File: src/rtl/bus_grant_arbiter.sv
module bus_grant_arbiter #(
  parameter int N_MASTERS = 4,
  parameter logic [N_MASTERS-1:0] HI_MASK = 4'b1000,
  parameter int PARK_ID = 0,
  parameter bit ROUND_ROBIN = 1'b1
) (
  input  logic                 clk,
  input  logic                 rst_n,
  input  logic [N_MASTERS-1:0] req_n,
  input  logic                 frame_n,
  input  logic                 irdy_n,
  output logic [N_MASTERS-1:0] gnt_n
);
  localparam int IW = (N_MASTERS > 1) ? $clog2(N_MASTERS) : 1;
  localparam logic [N_MASTERS-1:0] PARK_VEC = N_MASTERS'(1) << PARK_ID;

  logic [N_MASTERS-1:0] req, cls, gnt_q, win;
  logic [IW-1:0]        ptr_q, eff_ptr, owner, after_owner;
  logic                 frame_q, irdy_q, start;

  assign req   = ~req_n;
  assign start = frame_q & irdy_q & ~frame_n;
  assign cls   = |(req & HI_MASK) ? (req & HI_MASK) : req;
  assign gnt_n = ~gnt_q;

  always_comb begin
    owner = '0;
    for (int i = 0; i < N_MASTERS; i++)
      if (gnt_q[i]) owner = IW'(i);
  end

  assign after_owner = (int'(owner) == N_MASTERS - 1) ? '0 : owner + 1'b1;
  assign eff_ptr = !ROUND_ROBIN ? '0 : (start ? after_owner : ptr_q);

  always_comb begin
    logic found;
    int   j;
    win   = '0;
    found = 1'b0;
    for (int k = 0; k < N_MASTERS; k++) begin
      j = int'(eff_ptr) + k;
      if (j >= N_MASTERS) j = j - N_MASTERS;
      if (!found && cls[j]) begin
        win[j] = 1'b1;
        found  = 1'b1;
      end
    end
    if (!found) win = PARK_VEC;
  end

  always_ff @(posedge clk) begin
    if (!rst_n) begin
      gnt_q   <= PARK_VEC;
      ptr_q   <= '0;
      frame_q <= 1'b1;
      irdy_q  <= 1'b1;
    end else begin
      gnt_q   <= win;
      ptr_q   <= eff_ptr;
      frame_q <= frame_n;
      irdy_q  <= irdy_n;
    end
  end
endmodule

File: config.mk
export PLATFORM = sky130hd
export DESIGN_NAME = bus_grant_arbiter
export DESIGN_NICKNAME = d
export VERILOG_FILES = /design/src/rtl/bus_grant_arbiter.sv
export SDC_FILE = /design/constraint.sdc
export NUM_CORES = 1
export LEC_CHECK = 0
export BUFFER_PORTS_ARGS = -buffer_cell sky130_fd_sc_hd__buf_2
export CAP_MARGIN = 20
export CELL_PAD_IN_SITES_DETAIL_PLACEMENT = 1
export CELL_PAD_IN_SITES_GLOBAL_PLACEMENT = 1
export CORE_MARGIN = 2
export CORE_UTILIZATION = 30
export CTS_CLUSTER_SIZE = 12
export DETAILED_ROUTE_END_ITERATION = 10
export GPL_ROUTABILITY_DRIVEN = 1
export GPL_TIMING_DRIVEN = 0
export PLACE_DENSITY_LB_ADDON = 0.3
export RECOVER_POWER = 50
export SLEW_MARGIN = 10
export SYNTH_ARGS = -nofsm -noshare
export SYNTH_HDL_FRONTEND = slang
export SYNTH_SLANG_ARGS = --single-unit
File: constraint.sdc
create_clock -name clk -period 1.85 [get_ports clk]
set_clock_uncertainty 0.15 [all_clocks]
set_input_delay 0.2775 -clock clk [delete_from_list [all_inputs] [get_ports clk]]
set_output_delay 0.2775 -clock clk [all_outputs]
set_load 0.02 [all_outputs]
==> impl_metrics.ini, run 1 <==
[outcome]
status = finished, violations left
violations = setup timing

[die]
die_h_um = 41.16
io_pins = 12
design.die.area_um2 = 1694
die_x_um = 41.16
initial_core_util = 0.3183
core_um2 = 1301
num_rows = 13

[clocking]
cts_buffer_depth = 2
h-tree-depth = 1
cts_made_buffers = 3
cts_tree = built
cts.sinks = 8
cts_root_buf = clkbuf_4
clk_pin_slew_worst_paths_ns = 0.05
clkLatencyLatePin_ns = 0.25
cts_hold_buf = 0

[final_layout]
drive_gt1_frac = 0.3750
final_cell_mix = 8 x buf_2, 5 x nand2_1, 5 x dfxtp_1
finish.net_count = 75
fill_cells = 179
layout_commonest_cell = buf_2
antenna_cells = 0
fin_util = 0.4269
area_delta_synth_final_pct = 34.14

[yosys]
synth_warnings = 0
synth_area_um2 = 414.1
synthDistinctLibCells = 24
avgSynthCellArea_um2 = 8.452
yosys_register_bits = 8
synth_cells = 49
yosysSeqAreaShare = 0.3867
syn_nets = 58

[power_and_ir_drop]
clkPwrFrac = 0.319
vdd_ir_drop_max_v = 0.0003572
leakage_uw = 0.0002394
p_sw_uw = 110.3
swShare = 0.2680
powerDensity_nw_per_um2 = 741.0
comb_power_share = 0.218
p_seq_frac = 0.463
p_int_uw = 301.3

[grt]
grt_max_degree = 7
grt_usage = 0.1328
grt_first_pass_wirelength_um = 1373
gr-total-overflow = 0
grt_pass1_vias = 334
antenna_found_initial = 0

[critical_path]
crit_arrival_ns = 1.97
worst_ep_required_time_ns = 1.85
worstPathMaxFanout = 3
setup.worst_path.start_class = flip-flop
crit_path_end_kind = flip-flop
worst-setup-path-type = flip-flop to flip-flop

[drt]
vias = 389
drt-wirelength-per-cell_um = 11.58
drtPass1Iterations = 4
drtAntennaViolNets = 0
drtIter0Drc = 3
drt-total-wl_um = 915
vias_per_cell = 4.924
drc = 0

[job]
cap_violations = 0

[timing]
fmax_mhz = 506.0
drv_slew = 0
fin_crit_ns = 1.976
fin_crit_sh = 1.068
relSlewSlack = 0.6964
hold_viol = 0
rsz0062_at_grt = true
worst_slew_pin_slew_ns = 0.4490
finalSetupViolCount = 1
setup_slack_ns = -0.1263

[placement]
place_congestion = 0.7475
place_ws_ns = -0.1781
io_buffers = 11

[hold_path]
min_path_type = primary input to flip-flop
kinds of logic (layout without fill, tap and decap cells):
| group | count (synthesis) | in the layout | synth area share |
|---|---|---|---|
| compound gates | 12 | 12 | 0.2145 |
| xor+xnor | 1 | 1 | 0.02115 |
| fa+ha+maj | 1 | 1 | 0.03021 |
| buf+inv | 6 | 21 | 0.05438 |
| flops | 8 | 8 | 0.3867 |
| simple gates | 21 | 21 | 0.2931 |
final timing paths:
path,start,to,slack (ns),depth (start not counted)
setup reg to reg,gnt_q[1],gnt_q[0],-0.13,6
setup / recovery,gnt_q[1],gnt_q[0],-0.13,6
hold reg to reg,ptr_q[0],ptr_q[0],0.35,2
hold / removal,req_n[3],gnt_q[3],0.05,2
metrics by stage:
step / area [um2] / hold WS (ns) / TNS (ns) / std cells / power, uW
floorplan: 446.7 / 0.1917 / -0.1013 / 49 / 250.7
global placement: 520.5 / 0.3053 / -0.1529 / 75 / 276.2
detailed placement: 520.5 / 0.3125 / -0.1781 / 75 / 278.8
CTS: 554.3 / 0.03601 / -0.1346 / 79 / 425.3
global route: 555.5 / 0.03906 / -0.3835 / 79 / 437.9
finish: 555.5 / 0.04721 / -0.1263 / 79 / 411.6
cell type report:
cell class / count / area [um2] / area share
multi-input combinational: 35 / 261.5 / 0.4707
tap: 15 / 18.77 / 0.03378
timing repair buffer: 12 / 58.81 / 0.1059
inverter: 6 / 27.53 / 0.04955
sequential: 8 / 166.4 / 0.2996
clock buffer: 3 / 22.52 / 0.04054
power by group through the flow:
stage / registers (uW) / clock network, uW / logic [uW]
3_5_place_dp: 195 / 0 / 84.0
6_report: 191 / 131 / 89.7
4_1_cts: 191 / 142 / 92.1
2_1_floorplan: 193 / 0 / 57.6
3_3_place_gp: 195 / 0 / 81.7
5_1_grt: 191 / 146 / 100
layer usage:
layer	wire length [um]	global-route usage	vias to the layer above	share of wire
li1	-	-	201	-
met1	398	0.1494	174	0.43
met2	451	0.2031	10	0.49
met3	42	0.03261	4	0.046
met4	23	0.1210	0	0.025
met5	0	0	-	0
critical path, stage by stage (launching register included):
cell and delay, ns:
dfxtp_2 0.34, inv_4 0.04, o21ai_4 0.15, ha_4 0.23, or4_4 0.48, a311o_1 0.27
a31o_1 0.21
registers in the layout, indices dropped and copies added (netlist names):
| name | flops |
|---|---|
| gnt_q | 4 |
| ptr_q | 2 |
| frame_q | 1 |
| irdy_q | 1 |
synthesized netlist by cell type, drive strengths merged:
cell type,count,area share
nor3b,1,0.018
nor2b,2,0.030
o21ai,2,0.024
nor4b,1,0.021
o21a,1,0.018
inv,6,0.054
a31o,1,0.021
dfxtp,8,0.39
or3,2,0.033
o31ai,2,0.036
nand2,6,0.054
nor2,3,0.027
o211a,1,0.024
and3b,1,0.024
xor2,1,0.021
a311o,1,0.024
a211oi,1,0.018
a21boi,2,0.036
nand2b,2,0.030
ha,1,0.030
a21oi,1,0.012
or4,1,0.018
nand3b,2,0.036
what timing repair did:
| action | in CTS | in global routing |
|---|---|---|
| buffers inserted | 1 | 0 |
| gates resized for setup | 1 | 2 |
| endpoints found under the setup margin | 2 | 3 |
| pin swaps | 2 | 0 |
| cloned | 0 | 0 |
No activity file was read; power rests on OpenSTA's default activity.
==> run 2: changes to the inputs <==
Settings changed: RECOVER_POWER 50 to unset.
==> run 2 against run 1 <==
  * The flow still finishes with violations (setup timing)
  * Maximum frequency barely moved
  * Sequential share of layout area fell by 0.20 points
  * Largest cell class unchanged
  * Worst setup slack barely moved
  * Non-clock buffer count did not move
==> impl_metrics.ini, run 2 (same netlist as run 1, synthesis figures left out) <==
[outcome]
status = finished, violations left
violations = setup timing

[final_layout]
fill_cells = 180
seqCellArea_um2 = 166.4
drive_gt1_frac = 0.4219
largest_register = gnt_q
top_regs = gnt_q (4), ptr_q (2)
finish.net_count = 75
multi_input_area_um2 = 261.5
antenna_cells = 0
fin_area_um2 = 559.3
layout_commonest_cell = buf_2
area_delta_synth_final_pct = 35.05
final_cell_mix = 11 x buf_2, 5 x nand2_1, 5 x dfxtp_1
largest_register_ffs = 4

[clocking]
clkLatencyLatePin_ns = 0.25
cts_tree = built
cts_buffer_depth = 2
cts_root_buf = clkbuf_4
cts.sinks = 8
h-tree-depth = 1
clk_pin_slew_worst_paths_ns = 0.05
cts_made_buffers = 3

[job]
cap_violations = 0

[placement]
placed_area_um2 = 520.5
place_congestion = 0.7475
io_buffers = 11

[die]
initial_core_util = 0.3183
io_pins = 12
design.die.area_um2 = 1694
core_um2 = 1301
die_x_um = 41.16
num_rows = 13
die_h_um = 41.16

[timing]
hold_viol = 0
fin_crit_sh = 1.068
drv_slew = 0
finalSetupViolCount = 1
holdWs_ns = 0.04721
worst_slew_pin_slew_ns = 0.4490
setup_slack_ns = -0.1263
fmax_mhz = 506.0
fin_crit_ns = 1.976
relSlewSlack = 0.6964
rsz0062_at_grt = true

[grt]
grt_usage = 0.1328
grt_pass1_vias = 334
grt_max_degree = 7
gr-total-overflow = 0
grt_first_pass_wirelength_um = 1373
antenna_found_initial = 0

[critical_path]
worst-setup-path-type = flip-flop to flip-flop
max_stage_delay_ns = 0.48
reg2reg_depth = 6
cp-startpoint = gnt_q[1]
worst_ep_required_time_ns = 1.85
worstPathMaxFanout = 3
cp_slowest_cell = or4_4
rr_endpoint = gnt_q[0]
rrSetupSlack_ns = -0.13
r2r_start = gnt_q[1]
crit_path_end_kind = flip-flop
crit_arrival_ns = 1.97
critical_path.cell_chain = inv_4, o21ai_4, ha_4, or4_4, a311o_1, a31o_1
endpoint = gnt_q[0]
setup.worst_path.start_class = flip-flop

[drt]
vias_per_cell = 4.924
drt-wirelength-per-cell_um = 11.59
drt-total-wl_um = 916
drc = 0
drtIter0Drc = 3
drtAntennaViolNets = 0
vias = 389
drtPass1Iterations = 4

[power_and_ir_drop]
powerDensity_nw_per_um2 = 738.1
vdd_ir_drop_max_v = 0.0003572
leakage_uw = 0.0002480

[hold_path]
min_path_type = primary input to flip-flop
run 2: cell types whose count changed in the layout (fill, tap and decap cells not counted), sizes merged:
| cell | previous run | this run |
|---|---|---|
| clkbuf | 6 | 3 |
| buf | 9 | 12 |
run 2: cell type report:
cell class,instances,share of cell area
Inverter,6,0.04922
Multi-Input combinational cell,35,0.4676
Timing Repair Buffer,12,0.1119
Tap cell,15,0.03356
Sequential cell,8,0.2975
Clock buffer,3,0.04027
run 2: how the worst min path moves through the flow:
| stage | start | to | slack [ns] | cells after the start |
|---|---|---|---|---|
| floorplan | req_n[3] | gnt_q[3] | 0.19 | 1 |
| global placement | req_n[3] | gnt_q[3] | 0.31 | 2 |
| detailed placement | req_n[3] | gnt_q[3] | 0.31 | 2 |
| CTS | req_n[3] | gnt_q[3] | 0.04 | 2 |
| global route | req_n[3] | gnt_q[3] | 0.04 | 2 |
| finish | req_n[3] | gnt_q[3] | 0.05 | 2 |
run 2: layer usage:
layer / up-vias / share of wire / global-route usage
met4: 0 / 0.025 / 0.1210
met1: 174 / 0.44 / 0.1494
met5: - / 0 / 0
met2: 10 / 0.49 / 0.2031
met3: 4 / 0.046 / 0.03261
li1: 201 / - / -
run 2: repair_timing:
action                                  CTS  global route
endpoints found under the setup margin    2             3
setup buffers                             1             0
hold buffers                              0             0
resized for setup                         1             2
cloned                                    0             0
pin swaps                                 2             0
hold endpoints to repair                  0             0
run 2: critical path: cells and delay by family (launching register included):
kind / cells / cell delay [ns]
flip-flops: 1 / 0.34
adder cells (fa/ha/maj): 1 / 0.23
buffers and inverters: 1 / 0.04
AO/OA/AOI/OAI: 3 / 0.63
AND/OR/NAND/NOR: 1 / 0.48
run 2: power by group:
part / switching [uW] / internal, uW
Sequential: 8.16 / 182
Combinational: 44.9 / 46.0
Clock: 57.3 / 74.1
run 2: metrics by stage:
stage / util / TNS [ns] / setup WS [ns] / instances / total power, uW
floorplan: - / -0.1013 / -0.1013 / 49 / 250.7
global placement: 0.4000 / -0.1529 / -0.1529 / 75 / 276.2
detailed placement: 0.4000 / -0.1781 / -0.1781 / 75 / 278.8
CTS: 0.4260 / -0.1346 / -0.1346 / 79 / 425.3
global route: 0.4298 / -0.3835 / -0.1897 / 79 / 439.0
finish: 0.4298 / -0.1263 / -0.1263 / 79 / 412.8
==> run 3: changes to the inputs <==
Settings changed: BUFFER_PORTS_ARGS -buffer_cell sky130_fd_sc_hd__buf_2 to -buffer_cell sky130_fd_sc_hd__buf_4.
==> run 3 against run 2 <==
  * Design area is 2.0% higher
  * Clock power is 3% higher
  * Sequential share of layout area is 1.0 points lower
  * Sequential power hardly changed
  * Clock-buffer cell count stayed put
  * First-iteration DRC count is 33% higher
  * Via count is 1.8% higher
  * Maximum frequency is 1.2% lower
  * Die area stayed put
  * Highest routed layer unchanged
  * The flow still finishes with violations (setup timing)
==> impl_metrics.ini, run 3 (same netlist as run 1, synthesis figures left out) <==
[critical_path]
rr_endpoint = gnt_q[0]
setup.worst_path.start_class = flip-flop
rrSetupSlack_ns = -0.15
crit_arrival_ns = 2.00
r2r_start = gnt_q[1]
worst_ep_required_time_ns = 1.85
crit_path_end_kind = flip-flop
cp-startpoint = gnt_q[1]
reg2reg_depth = 6
max_stage_delay_ns = 0.48
worstPathMaxFanout = 4
cp_slowest_cell = or4_1
worst-setup-path-type = flip-flop to flip-flop
critical_path.cell_chain = inv_4, o21ai_4, ha_4, or4_1, a311o_1, a31o_1

[placement]
io_buffers = 11
placed_cells = 75
hpwl_um = 726.5
place_congestion = 0.7288

[hold_path]
min_from = req_n[3]
min_to = gnt_q[3]
min_path_type = primary input to flip-flop
min_path_cells = 2

[drt]
drtIter0Drc = 4
drt-wirelength-per-cell_um = 11.68
drtPass1Iterations = 4
vias = 396
drc = 0
drt-total-wl_um = 911
vias_per_cell = 5.077
drtAntennaViolNets = 0

[final_layout]
antenna_cells = 0
multi_input_area_um2 = 255.2
drive_gt1_frac = 0.3810
finish.net_count = 74
layout_commonest_cell = buf_4
seqCellArea_um2 = 163.9
largest_register_ffs = 4
layoutNonFillerInstCount = 78
fill_cells = 167
final_cell_mix = 11 x buf_4, 6 x nand2_1, 5 x dfxtp_1
area_delta_synth_final_pct = 37.76
fin_util = 0.4385
largest_register = gnt_q
top_regs = gnt_q (4), ptr_q (2)

[clocking]
h-tree-depth = 1
clkLatencyLatePin_ns = 0.26
clk_pin_slew_worst_paths_ns = 0.05
cts_root_buf = clkbuf_4
cts_resized = 0
cts.sinks = 8
cts_made_buffers = 3
cts_buffer_depth = 2
cts_hold_buf = 0
cts_tree = built

[power_and_ir_drop]
leakage_uw = 0.0002541
powerDensity_nw_per_um2 = 727.5
vdd_ir_drop_max_v = 0.0003076

[die]
die_x_um = 41.16
die_h_um = 41.16
design.die.area_um2 = 1694
initial_core_util = 0.3183
num_rows = 13
core_um2 = 1301
io_pins = 12

[grt]
grt_pass1_vias = 369
grt_first_pass_wirelength_um = 1476
grt_max_degree = 7
gr-total-overflow = 0
grt_usage = 0.1374
antenna_found_initial = 0

[timing]
worst_slew_pin_slew_ns = 0.5031
hold_viol = 0
fin_crit_sh = 1.081
setup_slack_ns = -0.1507
drv_slew = 0
finalSetupViolCount = 2
fin_crit_ns = 2.001
fmax_mhz = 499.8
setup_tns_ns = -0.1514
rsz0062_at_grt = true
relSlewSlack = 0.6598

[outcome]
status = finished, violations left
violations = setup timing

[job]
cap_violations = 0
==> run 3: changes by cell type in the layout (fill, tap and decap cells not counted), sizes merged <==
cell  change
buf       -1
==> run 3: final cells by class <==
cell class | count | share of cell area
inverter | 6 | 0.04825
tap | 15 | 0.03289
clock buffer | 3 | 0.03947
multi-input combinational | 35 | 0.4474
sequential | 8 | 0.2873
timing repair buffer | 11 | 0.1447
==> run 3: worst max path at each step <==
stage,depth (start not counted),endpoint
floorplan,6,gnt_q[0]
global placement,6,gnt_q[0]
detailed placement,6,gnt_q[0]
CTS,6,gnt_q[0]
global route,6,gnt_q[0]
finish,6,gnt_q[0]
==> run 3: report_power, final <==
part           switching, uW  internal [uW]  leakage (uW)
registers               8.29            183     0.0000673
logic                   43.1           46.0      0.000173
clock network           60.3           74.3     0.0000138
==> run 3: timing repair <==
action | in CTS | in global routing
setup buffers | 0 | 0
pin swaps | 1 | 0
setup endpoints to repair | 2 | 3
hold endpoints to repair | 0 | 0
cloned | 0 | 0
==> run 3: routing by layer <==
metal | global-route usage | vias to the layer above | part of all wire
li1 | - | 201 | -
met4 | 0.09677 | 0 | 0.032
met2 | 0.2188 | 11 | 0.46
met5 | 0 | - | 0
met1 | 0.1694 | 179 | 0.46
met3 | 0.01630 | 5 | 0.049
==> run 3: through the flow <==
stage / instance area (um2) / total power (uW) / hold WS, ns / setup slack [ns]
after global routing: 570.5 / 438.7 / 0.03262 / -0.1948
after floorplan: 446.7 / 250.7 / 0.1917 / -0.1013
final: 570.5 / 415.1 / 0.03640 / -0.1507
after CTS: 570.5 / 419.5 / 0.03184 / -0.1517
after detailed placement: 548.0 / 285.0 / 0.3000 / -0.1567
after global placement: 548.0 / 283.2 / 0.2938 / -0.1526
==> run 3: critical path: cells and delay by family (launching register included) <==
| kind | cells | cell delay (ns) |
|---|---|---|
| compound gates | 3 | 0.65 |
| simple gates | 1 | 0.48 |
| flops | 1 | 0.34 |
| fa+ha+maj | 1 | 0.23 |
| buf+inv | 1 | 0.04 |
